==> src/rtl/sc_regif_pkg.sv <==
`timescale 1ns/1ps
package sc_regif_pkg;
  localparam int AW       = 5;
  localparam int CMD_ADDR = 0;
  localparam int CLK_ADDR = 1;
  localparam int RST_BIT  = 7;

  typedef enum logic [1:0] {
    KIND_SER    = 2'd0,
    KIND_DMA_TX = 2'd1,
    KIND_DMA_RX = 2'd2,
    KIND_PORT   = 2'd3
  } acc_kind_e;
endpackage

==> src/rtl/sc_regif_decode.sv <==
`timescale 1ns/1ps
module sc_regif_decode
  import sc_regif_pkg::*;
#(
  parameter int DW       = 16,
  parameter int SER_REGS = 8,
  parameter int DMA_BASE = 16,
  parameter int DMA_REGS = 8
) (
  input  logic          clk,
  input  logic          rst,
  input  logic          cfg_done,
  input  logic          cfg_mux,
  input  logic          bus_as,
  input  logic [DW-1:0] bus_ad,
  input  logic          bus_rd,
  input  logic          bus_wr,
  input  logic          bus_sd,
  input  logic          bus_dc,
  input  logic [AW:1]   ptr_wd,
  output logic          cyc,
  output logic          is_cfg,
  output logic          is_err,
  output logic          hit,
  output acc_kind_e     kind,
  output logic [AW-1:0] eff,
  output logic [AW-1:0] ptr
);
  logic [AW-1:0] lat_q;
  logic          port_sel;

  assign cyc      = bus_rd | bus_wr;
  assign eff      = cfg_mux ? lat_q : ptr;
  assign port_sel = !bus_sd && bus_dc;

  always_comb begin
    is_cfg = 1'b0;
    is_err = 1'b0;
    hit    = 1'b0;
    kind   = KIND_SER;
    if (cyc) begin
      if (!cfg_done) begin
        if (bus_wr) is_cfg = 1'b1;
        else        is_err = 1'b1;
      end else if (port_sel) begin
        hit  = 1'b1;
        kind = KIND_PORT;
      end else if (bus_sd) begin
        if (int'(eff) >= DMA_BASE && int'(eff) < DMA_BASE + DMA_REGS) begin
          hit  = 1'b1;
          kind = bus_dc ? KIND_DMA_RX : KIND_DMA_TX;
        end else begin
          is_err = 1'b1;
        end
      end else if (int'(eff) < SER_REGS) begin
        hit = 1'b1;
      end else begin
        is_err = 1'b1;
      end
    end
  end

  always_ff @(posedge clk) begin
    if (rst) lat_q <= '0;
    else if (bus_as) lat_q <= bus_ad[AW:1];
  end

  always_ff @(posedge clk) begin
    if (rst) begin
      ptr <= '0;
    end else if (cyc && cfg_done && !cfg_mux && !port_sel) begin
      if (!bus_sd && bus_wr && int'(ptr) == CMD_ADDR) ptr <= ptr_wd;
      else ptr <= '0;
    end
  end
endmodule

==> src/rtl/sc_regif_ctrl.sv <==
`timescale 1ns/1ps
module sc_regif_ctrl
  import sc_regif_pkg::*;
#(
  parameter int DW = 16
) (
  input  logic          clk,
  input  logic          rst,
  input  logic          cfg_we,
  input  logic [1:0]    cfg_bits,
  input  logic          cmd_we,
  input  logic          clk_we,
  input  logic [DW-1:0] wd,
  output logic          cfg_done,
  output logic          cfg_mux,
  output logic          cfg_wide,
  output logic          chan_rst,
  output logic [3:0]    clk_src
);
  always_ff @(posedge clk) begin
    if (rst) begin
      cfg_done <= 1'b0;
      cfg_mux  <= 1'b0;
      cfg_wide <= 1'b0;
    end else if (cfg_we && !cfg_done) begin
      cfg_done <= 1'b1;
      cfg_mux  <= cfg_bits[0];
      cfg_wide <= cfg_bits[1];
    end
  end

  always_ff @(posedge clk) begin
    if (rst) begin
      chan_rst <= 1'b0;
    end else if (cmd_we) begin
      if (chan_rst) begin
        if (wd == '0) chan_rst <= 1'b0;
      end else begin
        chan_rst <= wd[RST_BIT];
      end
    end
  end

  always_ff @(posedge clk) begin
    if (rst) clk_src <= '0;
    else if (clk_we) clk_src <= wd[3:0];
  end
endmodule

==> src/rtl/sc_regif_store.sv <==
`timescale 1ns/1ps
module sc_regif_store #(
  parameter int DW    = 16,
  parameter int DEPTH = 24,
  localparam int IW   = $clog2(DEPTH)
) (
  input  logic          clk,
  input  logic          we,
  input  logic [IW-1:0] idx,
  input  logic [DW-1:0] wdata,
  output logic [DW-1:0] rdata
);
  logic [DW-1:0] ram [DEPTH];

  always_ff @(posedge clk) begin
    if (we) ram[idx] <= wdata;
  end

  always_ff @(posedge clk) begin
    rdata <= ram[idx];
  end
endmodule

==> src/rtl/sc_host_regif.sv <==
`timescale 1ns/1ps
module sc_host_regif
  import sc_regif_pkg::*;
#(
  parameter int DW       = 16,
  parameter int SER_REGS = 8,
  parameter int DMA_BASE = 16,
  parameter int DMA_REGS = 8
) (
  input  logic          clk,
  input  logic          rst,
  input  logic          bus_as,
  input  logic [DW-1:0] bus_ad,
  input  logic          bus_rd,
  input  logic          bus_wr,
  input  logic          bus_sd,
  input  logic          bus_dc,
  input  logic [DW-1:0] rx_word,
  output logic [DW-1:0] rd_data,
  output logic          rd_valid,
  output logic          acc_hit,
  output logic [1:0]    acc_kind,
  output logic [4:0]    acc_addr,
  output logic          map_err,
  output logic          tx_push,
  output logic [DW-1:0] tx_word,
  output logic          rx_pop,
  output logic          cfg_done,
  output logic          cfg_mux,
  output logic          cfg_wide,
  output logic          chan_reset,
  output logic          tx_clk_en,
  output logic          rx_clk_en
);
  localparam int RAM_DEPTH = SER_REGS + 2 * DMA_REGS;
  localparam int IW        = $clog2(RAM_DEPTH);
  localparam logic [DW-1:0] NARROW_MASK = DW'((1 << (DW / 2)) - 1);

  logic          cyc, is_cfg, is_err, hit;
  acc_kind_e     kind;
  logic [AW-1:0] eff, ptr;
  logic [DW-1:0] mask, wd, cmd_val, rd_hold, ram_q, hold_q;
  logic [3:0]    clk_src;
  logic [IW-1:0] ram_idx;
  logic          ram_sel, ram_we, cmd_we, clk_we, src_ram_q;

  assign mask = cfg_wide ? '1 : NARROW_MASK;
  assign wd   = bus_ad & mask;

  sc_regif_decode #(
    .DW(DW), .SER_REGS(SER_REGS), .DMA_BASE(DMA_BASE), .DMA_REGS(DMA_REGS)
  ) u_dec (
    .clk(clk), .rst(rst), .cfg_done(cfg_done), .cfg_mux(cfg_mux),
    .bus_as(bus_as), .bus_ad(bus_ad), .bus_rd(bus_rd), .bus_wr(bus_wr),
    .bus_sd(bus_sd), .bus_dc(bus_dc), .ptr_wd(wd[AW:1]),
    .cyc(cyc), .is_cfg(is_cfg), .is_err(is_err), .hit(hit),
    .kind(kind), .eff(eff), .ptr(ptr)
  );

  assign cmd_we = hit && bus_wr && kind == KIND_SER && int'(eff) == CMD_ADDR;
  assign clk_we = hit && bus_wr && kind == KIND_SER && int'(eff) == CLK_ADDR;

  sc_regif_ctrl #(.DW(DW)) u_ctrl (
    .clk(clk), .rst(rst), .cfg_we(is_cfg), .cfg_bits(bus_ad[1:0]),
    .cmd_we(cmd_we), .clk_we(clk_we), .wd(wd),
    .cfg_done(cfg_done), .cfg_mux(cfg_mux), .cfg_wide(cfg_wide),
    .chan_rst(chan_reset), .clk_src(clk_src)
  );

  assign tx_clk_en = |clk_src[1:0];
  assign rx_clk_en = |clk_src[3:2];

  always_comb begin
    ram_sel = 1'b0;
    ram_idx = '0;
    if (hit && (kind == KIND_DMA_TX || kind == KIND_DMA_RX)) begin
      ram_sel = 1'b1;
      ram_idx = IW'(SER_REGS + (kind == KIND_DMA_RX ? DMA_REGS : 0)
                    + int'(eff) - DMA_BASE);
    end else if (hit && kind == KIND_SER && int'(eff) > CLK_ADDR) begin
      ram_sel = 1'b1;
      ram_idx = IW'(eff);
    end
  end
  assign ram_we = ram_sel && bus_wr;

  sc_regif_store #(.DW(DW), .DEPTH(RAM_DEPTH)) u_store (
    .clk(clk), .we(ram_we), .idx(ram_idx), .wdata(wd), .rdata(ram_q)
  );

  always_comb begin
    cmd_val          = '0;
    cmd_val[RST_BIT] = chan_reset;
    cmd_val[AW:1]    = ptr;
    rd_hold          = '0;
    if (hit && bus_rd) begin
      if (kind == KIND_PORT) rd_hold = rx_word;
      else if (kind == KIND_SER && int'(eff) == CMD_ADDR) rd_hold = cmd_val;
      else if (kind == KIND_SER && int'(eff) == CLK_ADDR) rd_hold = DW'(clk_src);
    end
  end

  always_ff @(posedge clk) begin
    if (rst) begin
      acc_hit   <= 1'b0;
      acc_kind  <= '0;
      acc_addr  <= '0;
      map_err   <= 1'b0;
      rd_valid  <= 1'b0;
      tx_push   <= 1'b0;
      tx_word   <= '0;
      rx_pop    <= 1'b0;
      src_ram_q <= 1'b0;
      hold_q    <= '0;
    end else begin
      acc_hit   <= hit;
      acc_kind  <= kind;
      acc_addr  <= eff;
      map_err   <= is_err;
      rd_valid  <= cyc && bus_rd;
      tx_push   <= hit && bus_wr && kind == KIND_PORT;
      rx_pop    <= hit && bus_rd && kind == KIND_PORT;
      src_ram_q <= ram_sel && bus_rd;
      hold_q    <= rd_hold;
      if (hit && bus_wr && kind == KIND_PORT) tx_word <= wd;
    end
  end

  assign rd_data = (src_ram_q ? ram_q : hold_q) & mask;
endmodule

==> config.mk <==
export PLATFORM = sky130hd
export DESIGN_NAME = sc_host_regif
export DESIGN_NICKNAME = d
export VERILOG_FILES = /design/src/rtl/sc_regif_pkg.sv /design/src/rtl/sc_regif_decode.sv /design/src/rtl/sc_regif_ctrl.sv /design/src/rtl/sc_regif_store.sv /design/src/rtl/sc_host_regif.sv
export SDC_FILE = /design/constraint.sdc
export NUM_CORES = 1
export LEC_CHECK = 0
export ABC_CLOCK_PERIOD_IN_PS = 5100
export BUFFER_PORTS_ARGS = -buffer_cell sky130_fd_sc_hd__buf_4
export CAP_MARGIN = 20
export CORE_MARGIN = 2
export CORE_UTILIZATION = 60
export DETAILED_ROUTE_END_ITERATION = 16
export PLACE_DENSITY = 0.78
export SETUP_SLACK_MARGIN = 0.05
export SKIP_CTS_REPAIR_TIMING = 1
export SYNTH_ARGS = -nofsm -noshare
export SYNTH_HDL_FRONTEND = slang
export SYNTH_SLANG_ARGS = --single-unit
export TNS_END_PERCENT = 10
==> constraint.sdc <==
create_clock -name clk -period 5.1 [get_ports clk]
set_input_delay 0.255 -clock clk [delete_from_list [all_inputs] [get_ports clk]]
set_output_delay 0.255 -clock clk [all_outputs]
set_load 0.05 [all_outputs]
-- Word-level counts from Yosys, hierarchy flattened
Memories as Yosys holds them, arrays and structs flattened. A register that Yosys moved wholly into a read port is not among the register bits.
Cells that the tools add are included.
- $add $sub $neg: 3
- multipliers: 0
- div/mod/pow operators: 0
- order comparisons: 4
- equal/unequal tests: 4
- shift-type cells: 0
- muxes and demuxes: 37
- bitwise operators: 5
- reduce and logical (&&, ||, !) cells: 36
- operators by type and width (cell ; number):
    16-bit 2-to-1 mux ; 3
    16-bit bitwise AND ; 2
    1-bit logical AND ; 23
    1-bit 2-to-1 mux ; 21
    5-bit 2-to-1 mux ; 4
    16-bit logical NOT ; 1
    2-bit 2-to-1 mux ; 6
    5-bit logical NOT ; 2
    4-bit 2-to-1 mux ; 2
    8-bit 2-to-1 mux ; 1
    2-bit OR reduction ; 4
    4-bit by 4-bit adder with 5-bit output (first input constant) ; 1
    5-bit adder ; 1
    5-bit by 2-bit equality test with 1-bit output (second input constant) ; 1
    5-bit greater-or-equal comparator (second input constant) ; 1
    5-bit by 1-bit > comparator with 1-bit output (second input constant) ; 1
    5-bit by 4-bit less-than comparator with 1-bit output (second input constant) ; 1
    5-bit less-than comparator (second input constant) ; 1
    5-bit subtractor (second input constant) ; 1
    2-bit equality test (second input constant) ; 2
    1-bit logical NOT ; 4
    2-bit by 1-bit equality test with 1-bit output (second input constant) ; 1
    2-bit logical NOT ; 1
    1-bit NOT ; 2
    other kinds (2) ; 2
- bits in registers: 63
- bits in latches: 0
- memory bits (writable): 384
- ROM bits: 0
- input port bits: 39
- output and inout bits: 50
- memories: 1
- memories (name ; words ; bits a word ; rd ports ; clocked after memory_dff ; write ports ; RTL line ; RTL):
    u_store.ram ; 24 ; 16 ; 1 ; 1 ; 1 ; sc_regif_store.sv:13 ; logic [DW-1:0] ram [DEPTH];

-- Longest topological paths before layout
- depth after elaboration: 16
- gate-level depth with buffers: 17
- gate-level depth less buffers: 14

-- Modules after synthesis
Synthesis repeated with hierarchy kept, for this count alone.
- cell total of the unflattened synthesis: 1033
- area, all modules: 17830.9 um^2
- modules (own cells, without submodules) (module ; times used ; cells each ; area an instance (um^2) ; sequential area each (um^2)):
    sc_regif_store ; 1 ; 709 ; 14961.8 ; 11851.4
    sc_host_regif ; 1 ; 224 ; 1958.1 ; 900.9
    sc_regif_decode ; 1 ; 67 ; 583.1 ; 200.2
    sc_regif_ctrl ; 1 ; 33 ; 327.8 ; 160.2

-- Worst setup path after synthesis
Ideal clock, no wire load.
- kind: register to register
- from: register u_ctrl.cfg_mux
- to: memory u_store.ram[21][0] (enable)
- library setup time: 388 ps
- arrival time: 3770 ps
- data required time: 4712 ps
- path slack: 942 ps
- stages on the path, launching flop included: 14
- path buffers: 2
- clock period less this slack: 4158 ps
- cell sequence: dfxtp_1 buf_4 mux2_4 nand3_1 nor2_1 o21ai_0 ha_1 inv_1 a41oi_2 o2111ai_2 nor2_1 clkbuf_1 nand2_1 nor2_1
- longest elaborated chain between the ends: 16
- elaborated cells on any way between the ends: 35
- those cells by class: add/sub (3); order compare (4); eq/ne (2); mux (19); reduce/logical (7)
- RTL lines (element ; RTL line ; RTL):
    start: declaration ; sc_regif_ctrl.sv:15 ; output logic cfg_mux,
    start signal: assignment ; sc_regif_ctrl.sv:27 ; cfg_mux <= cfg_bits[0];
    5-bit 2-to-1 mux * ; sc_regif_decode.sv:33 ; assign eff = cfg_mux ? lat_q : ptr;
    branches (longest 15 deep; another with 5-bit greater-or-equal comparator) ; -- ;
    end: declaration ; sc_regif_store.sv:13 ;
Mark *: on every way between the ends.

-- Worst setup path in the final report
- from: register u_ctrl.cfg_mux
- to: memory u_store.ram[14][9] (enable)
Same word-level chain as after synthesis.

==> results.cfg <==
[synth]
yosysTopAreaCell = edfxtp_1
ys_warn_count = 0
yosysSeqAreaShare_pct = 75.2
synth_top_family_by_area = compound AO/OA/AOI/OAI gates
synthesis.area_mm2 = 0.0174
synth-seq-cells = 463
synth_top_area_share_pct = 66.2
syn_nets = 1214
synth_top_flop_cell = edfxtp_1
synth_xor_area_share_pct = 0.0503
synthMuxAreaShare_pct = 3.14
async_flop_share_pct = 0
synth.area.top_cells = edfxtp_1, dfxtp_1, a222oi_1
syn_inst = 1171
synth_edf_count = 384
syn_avg_cell_area_um2 = 14.9
synth_cell_types = 49
synth_compound_area_share_pct = 12.1
yosys.area_share.simple_pct = 6.96
post_synth_fa_ha_maj_area_fraction_pct = 0.287

[clock_tree]
htree_num_levels = 2
cts_sinks = 463
cts_buffers = 43
cts.clk_slew.worst_paths_ns = 0.06
cts-root-buf = clkbuf_16
clock_latency_ns = 0.55
cts_tree = built
clockBufferDepth = 3

[global_route]
grt_antenna_before_repair = 0
grt_pass1_vias = 10700
gr-total-overflow = 0
grt_max_degree = 80
grt.total_usage_pct = 29.5
grt_pass1_wl_mm = 66.4

[die]
core_area_mm2 = 0.0286
dieArea_mm2 = 0.0304
die_x_um = 174
rows = 62
ios = 89
initial_core_util_pct = 60.9
fp.dieH_um = 174

[drt]
viasPerCell = 6.64
wire_per_inst_um = 26.5
vias = 11300
postRouteAntennaNets = 0
routed_wl_mm = 45.3
drc = 0
drt_first_pass_iters = 13
drt_iter0_drc = 2130

[sta]
max_slew_margin_pct = 31.8
worst_slew_pin_slew_ns = 1.02
setup_violations = 0
drv_slew = 0
fin_ws_ns = 0.503
fmax_mhz = 218
rsz0062_at_grt = false
fin_skew_ns = 0.0261
min_period_ns = 4.60
fin_crit_sh_pct = 90.1
whs_ns = -0.00957
report.final.hold_viol_count = 1
tns_ns = 0

[min_path]
worstHoldStart = rx_word[2]
min_path_type = in -> reg

[critical_path]
critical_path_class = reg -> reg
worstPathMaxFanout = 20
required_ns = 5.33
crit_arrival_ns = 4.83
cpMaxStageDelayCell = dfxtp_1
cpPeakStageDelay_ns = 0.78
crit_start = u_ctrl.cfg_mux
cp-start-kind = flop
path_cells = mux2_4 > inv_2 > nand3_1 > nor2_1 > o21ai_0 > ha_1 > inv_1 > a41oi_2 > o2111a_1 > and2_1 > buf_4 > nand2_1 > nor2_1 > buf_4
rr_startpoint = u_ctrl.cfg_mux
worstSetupEndpointType = flop

[placed_design]
dp_cells = 1614
portBuffers = 88
dp_hpwl_mm = 26.5
gp_congestion = 0.907
place_worst_setup_slack_ns = 0.655

[finish]
synthToLayoutAreaGrowth_pct = 15.5
fill_cells = 1780
fin_nets = 1332
finalNonFillerCells = 1706
diodes = 0
fin_util_pct = 70.4
drive_gt1_share_pct = 17.5

[status]
status = finished, violations left
violations = negative hold slack

[run]
maxCapViolCount = 0

[pwr]
ir_worst_vdd_mv = 0.225
power.density_mw_per_mm2 = 364
p_leak_nw = 6.71
==> registers in the layout (all words and copies together) (netlist names), 2 cells and up <==
name,flops
acc_addr,5
u_ctrl.clk_src,4
u_store.rdata,16
tx_word,16
hold_q,16
acc_kind,2
u_dec.ptr,5
u_store.ram,384
u_dec.lat_q,5
==> final cells by class <==
type,count,area (um2),share of cell area [%]
Tap cell,384,480,2.39
Clock buffer,53,1150,5.70
Timing Repair Buffer,151,1240,6.15
Sequential cell,463,13100,65.1
Multi-Input combinational cell,623,3980,19.8
Inverter,7,26.3,0.130
Clock inverter,25,151,0.752
==> synthesized netlist by cell type, types with 15 or more instances <==
library cell / number
edfxtp_1: 384
o21ai_0: 24
a22oi_1: 27
clkbuf_1: 49
nand2_1: 77
a311oi_1: 15
and2_1: 20
or3_1: 16
dfxtp_1: 79
nor2_1: 115
a222oi_1: 75
nor2b_1: 15
mux2i_1: 39
a21oi_1: 93
buf_2: 16
o22ai_1: 32
==> worst max-delay path: cells and delay by family (launching register included) <==
kind	cells	cell delay (ns)
AND/OR/NAND/NOR	5	0.93
multiplexers	1	0.32
buffers and inverters	4	0.64
flip-flops	1	0.78
adder cells (fa/ha/maj)	1	0.26
AO/OA/AOI/OAI	3	1.36
==> stage by stage <==
| step | area (um2) | power [mW] |
|---|---|---|
| floorplan | 17400 | 4.31 |
| global placement | 18600 | 4.44 |
| detailed placement | 18700 | 4.44 |
| CTS | 20000 | 7.33 |
| global route | 20100 | 7.52 |
| finish | 20100 | 7.33 |
==> final timing paths <==
check | slack (ns) | endpoint | depth (start not counted)
setup / recovery | 0.50 | u_store.ram[14][9] | 14
hold / removal | -0.01 | hold_q[2] | 3
setup reg to reg | 0.50 | u_store.ram[14][9] | 14
hold reg to reg | 0.46 | tx_word[5] | 2
==> power by group <==
| group | leakage, nW | internal [mW] | switching [mW] | total, mW |
|---|---|---|---|---|
| logic | 1.98 | 0.0861 | 0.188 | 0.274 |
| registers | 4.08 | 4.09 | 0.0142 | 4.10 |
| clock network | 0.642 | 1.65 | 1.30 | 2.95 |
==> logic make-up (layout without fill, tap and decap cells) <==
group           Yosys count  count (layout)
flops                   463             463
compound gates          293             293
simple gates            273             273
buf+inv                  85             236
mux                      52              52
fa+ha+maj                 4               4
xor+xnor                  1               1
==> routing by layer <==
metal,wire length [um],part of all wire [%],up-vias,GRT usage [%]
li1,-,-,4847,-
met4,2030,4.5,0,12.2
met1,17000,38,5532,42.5
met2,20800,46,826,45.2
met5,0,0,-,0
met3,5390,12,130,5.12
==> cell usage in the layout, fill, tap and decap left out, types with 6 or more instances in the layout <==
master,instances
o21ai_0,24
a311oi_1,15
a222oi_1,75
o22ai_1,31
inv_1,6
dfxtp_1,79
a21oi_2,10
nor2b_1,15
clkinv_1,13
dlygate4sd3_1,13
nor4_1,6
mux2i_1,38
mux2_2,10
a22oi_1,27
a21oi_1,93
nor2_1,115
edfxtp_1,384
clkbuf_16,44
and2_1,20
buf_4,134
clkbuf_1,6
nand2_1,77
nand3_1,11
clkinv_2,8
or3_1,16
(Power assumes the default switching activity.)
